## config.mk

```make
export PLATFORM = sky130hd
export DESIGN_NAME = qcm_top
export DESIGN_NICKNAME = d
export VERILOG_FILES = /design/src/rtl/qcm_pkg.sv /design/src/rtl/qcm_phase_counter.sv /design/src/rtl/qcm_leg_router.sv /design/src/rtl/qcm_phase_select.sv /design/src/rtl/qcm_top.sv
export SDC_FILE = /design/constraint.sdc
export NUM_CORES = 1
export LEC_CHECK = 0
export ABC_AREA = 1
export BUFFER_PORTS_ARGS = -buffer_cell sky130_fd_sc_hd__buf_2
export CAP_MARGIN = 20
export CORE_MARGIN = 4
export CORE_UTILIZATION = 25
export CTS_CLUSTER_DIAMETER = 50
export DETAILED_ROUTE_END_ITERATION = 8
export PLACE_DENSITY = 0.39
export SYNTH_ARGS = -nofsm -noshare
export SYNTH_HDL_FRONTEND = slang
export SYNTH_SLANG_ARGS = --single-unit
```

## constraint.sdc

```tcl
create_clock -name clk -period 6 [get_ports clk]
set_input_delay 1.2 -clock clk [delete_from_list [all_inputs] [get_ports clk]]
set_output_delay 1.2 -clock clk [all_outputs]
set_load 0.05 [all_outputs]
```

## src/rtl/qcm_pkg.sv

```systemverilog
package qcm_pkg;

  // Select codes driven onto the 4:1 selector
  typedef enum logic [1:0] {
    SEL_NQ = 2'b00,  // inverted Q, 270 deg
    SEL_I  = 2'b01,  // I, 0 deg
    SEL_Q  = 2'b10,  // Q, 90 deg
    SEL_NI = 2'b11   // inverted I, 180 deg
  } sel_e;

  localparam int NUM_LEGS = 2;

endpackage

```

## src/rtl/qcm_phase_counter.sv

```systemverilog
module qcm_phase_counter (
  input  logic       clk,
  input  logic       rst,
  output logic       quad_i,
  output logic       quad_q,
  output logic [1:0] sel_code,
  output logic       cycle_last
);
  import qcm_pkg::*;

  logic ff0, ff1;
  logic nxt0, nxt1;
  logic [1:0] code_nxt;

  // Twisted ring: the first stage takes the inverse of the second stage
  assign nxt0 = ~ff1;
  assign nxt1 = ff0;

  // Decode of the next state: 00->01, 01->10, 11->11, 10->00
  assign code_nxt = {nxt0, ~(nxt0 ^ nxt1)};

  always_ff @(posedge clk) begin
    if (rst) begin
      ff0      <= 1'b0;
      ff1      <= 1'b0;
      sel_code <= SEL_I;
    end else begin
      ff0      <= nxt0;
      ff1      <= nxt1;
      sel_code <= code_nxt;
    end
  end

  assign quad_i     = ff0;
  assign quad_q     = ff1;
  assign cycle_last = (sel_code == SEL_NQ);

endmodule

```

## src/rtl/qcm_leg_router.sv

```systemverilog
module qcm_leg_router #(
  parameter int DATA_W   = 16,
  parameter int CW_LEVEL = 24576
) (
  input  logic                     clk,
  input  logic                     rst,
  input  logic                     smp_valid,
  input  logic signed [DATA_W-1:0] leg_upper,
  input  logic signed [DATA_W-1:0] leg_lower,
  input  logic                     sb_sel,
  input  logic                     cycle_last,
  input  logic                     cw_mode,
  input  logic                     cw_key,
  output logic signed [DATA_W-1:0] i_leg,
  output logic signed [DATA_W-1:0] q_leg,
  output logic                     sb_act
);

  localparam logic signed [DATA_W-1:0] CW_VAL = CW_LEVEL[DATA_W-1:0];

  logic signed [DATA_W-1:0] up_h, lo_h;

  always_ff @(posedge clk) begin
    if (rst) begin
      up_h   <= '0;
      lo_h   <= '0;
      sb_act <= 1'b0;
    end else begin
      if (smp_valid) begin
        up_h <= leg_upper;
        lo_h <= leg_lower;
      end
      // Swap is applied only as a new commutation cycle begins
      if (cycle_last) sb_act <= sb_sel;
    end
  end

  always_comb begin
    if (cw_mode) begin
      i_leg = cw_key ? CW_VAL : '0;
      q_leg = '0;
    end else if (sb_act) begin
      i_leg = lo_h;
      q_leg = up_h;
    end else begin
      i_leg = up_h;
      q_leg = lo_h;
    end
  end

endmodule

```

## src/rtl/qcm_phase_select.sv

```systemverilog
module qcm_phase_select #(
  parameter int DATA_W = 16
) (
  input  logic                     clk,
  input  logic                     rst,
  input  logic signed [DATA_W-1:0] i_leg,
  input  logic signed [DATA_W-1:0] q_leg,
  input  logic [1:0]               sel_code,
  output logic signed [DATA_W-1:0] rf_out
);
  import qcm_pkg::*;

  localparam logic signed [DATA_W-1:0] MINV = {1'b1, {(DATA_W-1){1'b0}}};
  localparam logic signed [DATA_W-1:0] MAXV = ~MINV;

  logic signed [DATA_W-1:0] pos [NUM_LEGS];
  logic signed [DATA_W-1:0] neg [NUM_LEGS];
  logic signed [DATA_W-1:0] pick;

  assign pos[0] = i_leg;
  assign pos[1] = q_leg;

  // Saturating unity-gain inverter for each leg
  for (genvar g = 0; g < NUM_LEGS; g++) begin : g_inv
    assign neg[g] = (pos[g] == MINV) ? MAXV : -pos[g];
  end

  always_comb begin
    case (sel_e'(sel_code))
      SEL_I:   pick = pos[0];
      SEL_Q:   pick = pos[1];
      SEL_NI:  pick = neg[0];
      default: pick = neg[1];
    endcase
  end

  always_ff @(posedge clk) begin
    if (rst) rf_out <= '0;
    else     rf_out <= pick;
  end

endmodule

```

## src/rtl/qcm_top.sv

```systemverilog
module qcm_top #(
  parameter int DATA_W   = 16,
  parameter int CW_LEVEL = 24576
) (
  input  logic                     clk,
  input  logic                     rst,
  input  logic                     smp_valid,
  input  logic signed [DATA_W-1:0] leg_upper,
  input  logic signed [DATA_W-1:0] leg_lower,
  input  logic                     sb_sel,
  input  logic                     cw_mode,
  input  logic                     cw_key,
  output logic signed [DATA_W-1:0] rf_out,
  output logic                     quad_i,
  output logic                     quad_q,
  output logic [1:0]               sel_code
);

  logic                     cycle_last;
  logic                     sb_act;
  logic signed [DATA_W-1:0] i_leg, q_leg;

  qcm_phase_counter u_cnt (
    .clk        (clk),
    .rst        (rst),
    .quad_i     (quad_i),
    .quad_q     (quad_q),
    .sel_code   (sel_code),
    .cycle_last (cycle_last)
  );

  qcm_leg_router #(.DATA_W(DATA_W), .CW_LEVEL(CW_LEVEL)) u_route (
    .clk        (clk),
    .rst        (rst),
    .smp_valid  (smp_valid),
    .leg_upper  (leg_upper),
    .leg_lower  (leg_lower),
    .sb_sel     (sb_sel),
    .cycle_last (cycle_last),
    .cw_mode    (cw_mode),
    .cw_key     (cw_key),
    .i_leg      (i_leg),
    .q_leg      (q_leg),
    .sb_act     (sb_act)
  );

  qcm_phase_select #(.DATA_W(DATA_W)) u_sel (
    .clk      (clk),
    .rst      (rst),
    .i_leg    (i_leg),
    .q_leg    (q_leg),
    .sel_code (sel_code),
    .rf_out   (rf_out)
  );

endmodule

```

# After elaboration in Yosys (flattened, before gate mapping)
# Cells that the tools add are included.
[classes] add_sub_neg=2 n_eq_ne=5 n_mux=8 bitwise=3 reduce_logical=1
[ops] operator="16-bit 2-to-1 mux" count=6
[ops] operator="16-bit case mux with 3 select lines" count=1
[ops] operator="16-bit equality test, second input constant" count=2
[ops] operator="16-bit negator" count=2
[ops] operator="15-bit 2-to-1 mux" count=1
[ops] operator="2-bit equality test, second input constant" count=2
[ops] operator="2-bit by 1-bit equality test with 1-bit output, second input constant" count=1
[ops] operator="2-bit zero test" count=1
[ops] operator="1-bit inverter" count=2
[ops] operator="1-bit bitwise XOR" count=1
[word_totals] register_bits=53 out_inout_bits=20

# Longest topological paths before layout
[depth] ltp_word=5 ltp_mapped=17 depth_no_buf=13

# Cells and area by module
# From an unflattened synthesis, not the netlist that was laid out.
[hier_totals] cells_unflattened=587 area_unflattened_um2=3606.0
[by_module_without_submodules] mod="qcm_phase_select" n_inst=1 cells_per_inst=315 area_per_inst_um2=1778.0 seq_area_each_um2=320.3
[by_module_without_submodules] mod="qcm_leg_router" n_inst=1 cells_per_inst=259 area_per_inst_um2=1717.9 seq_area_each_um2=660.6
[by_module_without_submodules] mod="qcm_phase_counter" n_inst=1 cells_per_inst=13 area_per_inst_um2=110.1 seq_area_each_um2=60.1

# Worst setup path before layout
# OpenSTA, ideal clock, no wires.
[synth_path] path_kind="input to register" from="input cw_mode" to="register u_sel.rf_out[11]" setup_ns=0.066 arrival_ns=2.911 required_time_ns=5.934 setup_slack_ns=3.022 cell_stages=13 path_buffers=4 cell_sequence="buf_4 -> inv_2 -> buf_6 -> buf_6 -> nand3_2 -> ha_1 -> nand2_1 -> nor2_1 -> nand3_1 -> o21ai_1 -> buf_4 -> o21ai_0 -> a21oi_2"
[synth_between] elab_chain_cells=4
[synth_lines] item="start: declaration" line_no="qcm_top.sv:11" rtl="input logic cw_mode,"
[synth_lines] item="16-bit 2-to-1 mux" line_no="qcm_leg_router.sv:39" rtl="if (cw_mode) begin"
[synth_lines] item="16-bit negator or 16-bit equality test (tied branches)" line_no="qcm_phase_select.sv:25" rtl="assign neg[g] = (pos[g] == MINV) ? MAXV : -pos[g];"
[synth_lines] item="16-bit 2-to-1 mux" line_no="qcm_phase_select.sv:25"
[synth_lines] item="16-bit case mux with 3 select lines *" line_no="qcm_phase_select.sv:29" rtl="case (sel_e'(sel_code))"
[synth_lines] item="end signal: assignment" line_no="qcm_phase_select.sv:39" rtl="else rf_out <= pick;"
[synth_lines] item="end: declaration" line_no="qcm_phase_select.sv:9" rtl="output logic signed [DATA_W-1:0] rf_out"
# Every way passes the cells marked *; elsewhere a longest branch is shown, timed or not.
# A chain may end at the register's enable or synchronous reset.

# Final worst setup path
# Same ends and word-level chain as after synthesis.

==> flow_summary_export.csv <==
group,metric,value,unit
clock_network,cts_setup_buffers,0,
synthesis,syn_avg_cell_area,6.47,µm²
synthesis,synth_top_flop_cell,"dfxtp_1",
power_and_ir_drop,powerDensity,270,nW/µm²
setup_path,rrSetupSlack,3060,ps
detailed_routing,antenna_left,0,
clock_network,cts_hold_buf,0,
global_route,antenna_found_initial,0,
setup_path,r2r_start,"u_route.sb_act",
global_route,grt_overflow,0,
placement,routabilityCongestion,0.871,
timing,fin_hold_ws,471,ps
synthesis,synth_cells,538,
final_layout,multiInputGateArea,2000,µm²
clock_network,post_cts_resized,0,
detailed_routing,dr.pass1.iters,4,
setup_path,critPathKind,"in -> reg",
power_and_ir_drop,ir_worst_vdd,0.0836,mV
detailed_routing,drt-wirelength-per-cell,14.0,µm
clock_network,cts.path.max_buffers,2,
synthesis,synthesis.area,3480,µm²
placement,place_area,3820,µm²
detailed_routing,vias,3438,
clock_network,clk_pin_slew,70,ps
floorplan,std_cell_rows,42,
hold_path,hold_path_depth,1,
setup_path,required,6240,ps
synthesis,synth_edf_count,0,
timing,finClkSkew,9.32,ps
setup_path,start_kind,"primary input",
floorplan,initial_core_util,25.9,%
clock_network,clockRootBuffer,"clkbuf_16",
clock_network,numCtsBuffers,5,
synthesis,yosys.cell_types.count,36,
setup_path,critical_path.cell_chain,"buf_2, inv_2, nand3_2, ha_1, nand2_1, nor2_1, nand3_1, o21ai_1, o21ai_0, a21oi_2",
timing,fin_crit_sh,55.8,%
final_layout,final_common_cell,"nand2_1",
synthesis,ys_seq_elements,52,
final_layout,fin_nets,618,
final_layout,n_antenna_cell,0,
timing,fin_tns_setup,0,ps
synthesis,yosys_warnings,0,
global_route,grt_pass1_vias,3260,
detailed_routing,finalWirelength,10.6,mm
setup_path,critPathTopFamily,"compound AO/OA/AOI/OAI gates",
timing,rsz0062_at_grt,"false",
timing,hold_viol,0,
timing,maxSlewViolCount,0,
floorplan,die_h,126,µm
hold_path,min-delay-start,"u_cnt.quad_q",
clock_network,htreeDepth,2,
placement,io_buffers,57,
floorplan,die_area,15900,µm²
placement,dp_hpwl,8.24,mm
clock_network,cts_tree,"done",
floorplan,pin_count,58,
floorplan,core_area,13500,µm²
setup_path,rr_worst_depth,10,
final_layout,fill_cells,1551,
global_route,grt_pass1_wl,17.4,mm
hold_path,whs_endpoint,"u_cnt.quad_i",
timing,slew_headroom,52.5,%
flow_run,drv_cap,0,
setup_path,slowest_delay,620,ps
timing,finalSetupViolations,0,
final_layout,final_cell_mix,"nand2_1 (125), inv_1 (60), nor2_1 (57), buf_2 (57), dfxtp_1 (52)",
setup_path,cp_num_buf_inv,2,
setup_path,critPathSlowestCell,"o21ai_1",
setup_path,cp_max_fo,24,
clock_network,clk_latency,310,ps
setup_path,r2r_end,"u_sel.rf_out[11]",
global_route,grt_usage,13.8,%
hold_path,hold_class,"reg -> reg",
final_layout,area_growth,14.1,%
final_layout,drive_above_1_share,19.7,%
detailed_routing,drt_iter0_markers,210,
power_and_ir_drop,totalPowerFinal,1070,µW
setup_path,end_kind,"flip-flop",
final_layout,seq_area,1040,µm²
synthesis,synth_nets,577,
global_route,grt_max_degree,63,
floorplan,die_x,126,µm
detailed_routing,via_per_inst,4.55,
setup_path,crit_arrival,3590,ps
power_and_ir_drop,p_leak,0.00195,µW
synthesis,synth.yosys.seq_area_share,29.9,%
synthesis,async_flop_share,0,%
timing,max_freq,299,MHz
run_status,status,"completed",
clock_network,clock-sinks,52,
timing,worst_slew_pin_slew,707,ps
final_layout,final_area,3970,µm²
timing,post-route-min-period,3350,ps
detailed_routing,drc,0,
layer usage:
| layer | GRT usage [%] | up-vias | share of wire, % |
|---|---|---|---|
| li1 | - | 1828 | - |
| met1 | 19.5 | 1532 | 49 |
| met2 | 20.3 | 68 | 44 |
| met3 | 2.58 | 10 | 4.7 |
| met4 | 5.87 | 0 | 1.9 |
| met5 | 0 | - | 0 |
synthesized netlist by cell type, types with 3 or more instances:
cell type	instances	share of area, %
buf_6	10	3.2
nand3_1	34	4.9
nand2_1	125	13
nor2_2	3	0.54
a21oi_2	6	1.5
nand2_2	7	1.3
inv_1	60	6.5
nor3_1	4	0.58
nand3_2	14	4.0
nand4_1	3	0.54
o22ai_1	7	1.3
o21ai_2	3	0.75
nor2_1	57	6.1
a21oi_1	49	7.0
o21ai_1	5	0.72
nor2_4	5	1.6
buf_4	3	0.65
dfxtp_1	52	30
o211ai_1	3	0.65
xnor2_1	6	1.5
xor2_1	5	1.3
o21ai_0	46	6.6
clkbuf_1	12	1.3
inv_2	4	0.43
worst max path at each step:
stage,end,startpoint,slack [ps],cells past startpoint
floorplan,u_sel.rf_out[11],cw_mode,3020,13
global placement,u_sel.rf_out[11],cw_mode,2350,10
detailed placement,u_sel.rf_out[11],cw_mode,2310,10
CTS,u_sel.rf_out[11],cw_mode,2630,10
global route,u_sel.rf_out[11],cw_mode,2360,10
finish,u_sel.rf_out[11],cw_mode,2650,10
power by group:
| part | switching, µW | internal [µW] |
|---|---|---|
| clock | 138 | 156 |
| combinational | 277 | 116 |
| sequential | 11.9 | 376 |
| total | 427 | 647 |
state kept, by name (all words and copies together) (netlist names):
register        cells
u_route.sb_act      1
u_cnt.quad_q        1
u_sel.rf_out       16
u_cnt.quad_i        1
u_cnt.sel_code      1
u_route.lo_h       16
u_route.up_h       16
logic make-up after synthesis:
| logic type | count (synthesis) | synth area share [%] |
|---|---|---|
| xor+xnor | 11 | 2.77 |
| fa+ha+maj | 1 | 0.359 |
| buf+inv | 92 | 12.5 |
| compound gates | 127 | 20.6 |
| flops | 52 | 29.9 |
| simple gates | 255 | 33.9 |
through the flow:
stage	setup slack [ps]	std cells	utilization [%]
2_1_floorplan	3020	538	-
3_3_place_gp	2350	748	28.4
3_5_place_dp	2310	748	28.4
4_1_cts	2630	756	29.5
5_1_grt	2360	756	29.5
6_report	2650	756	29.5
layout make-up:
type / instances / area share (%)
multi-input cells: 394 / 50.5
inverters: 66 / 6.30
flip-flops and latches: 52 / 26.2
repair buffers: 60 / 7.75
clock inverters: 3 / 0.536
well taps: 176 / 5.55
clock buffers: 5 / 3.15
No activity file was read; power rests on OpenSTA's default activity.
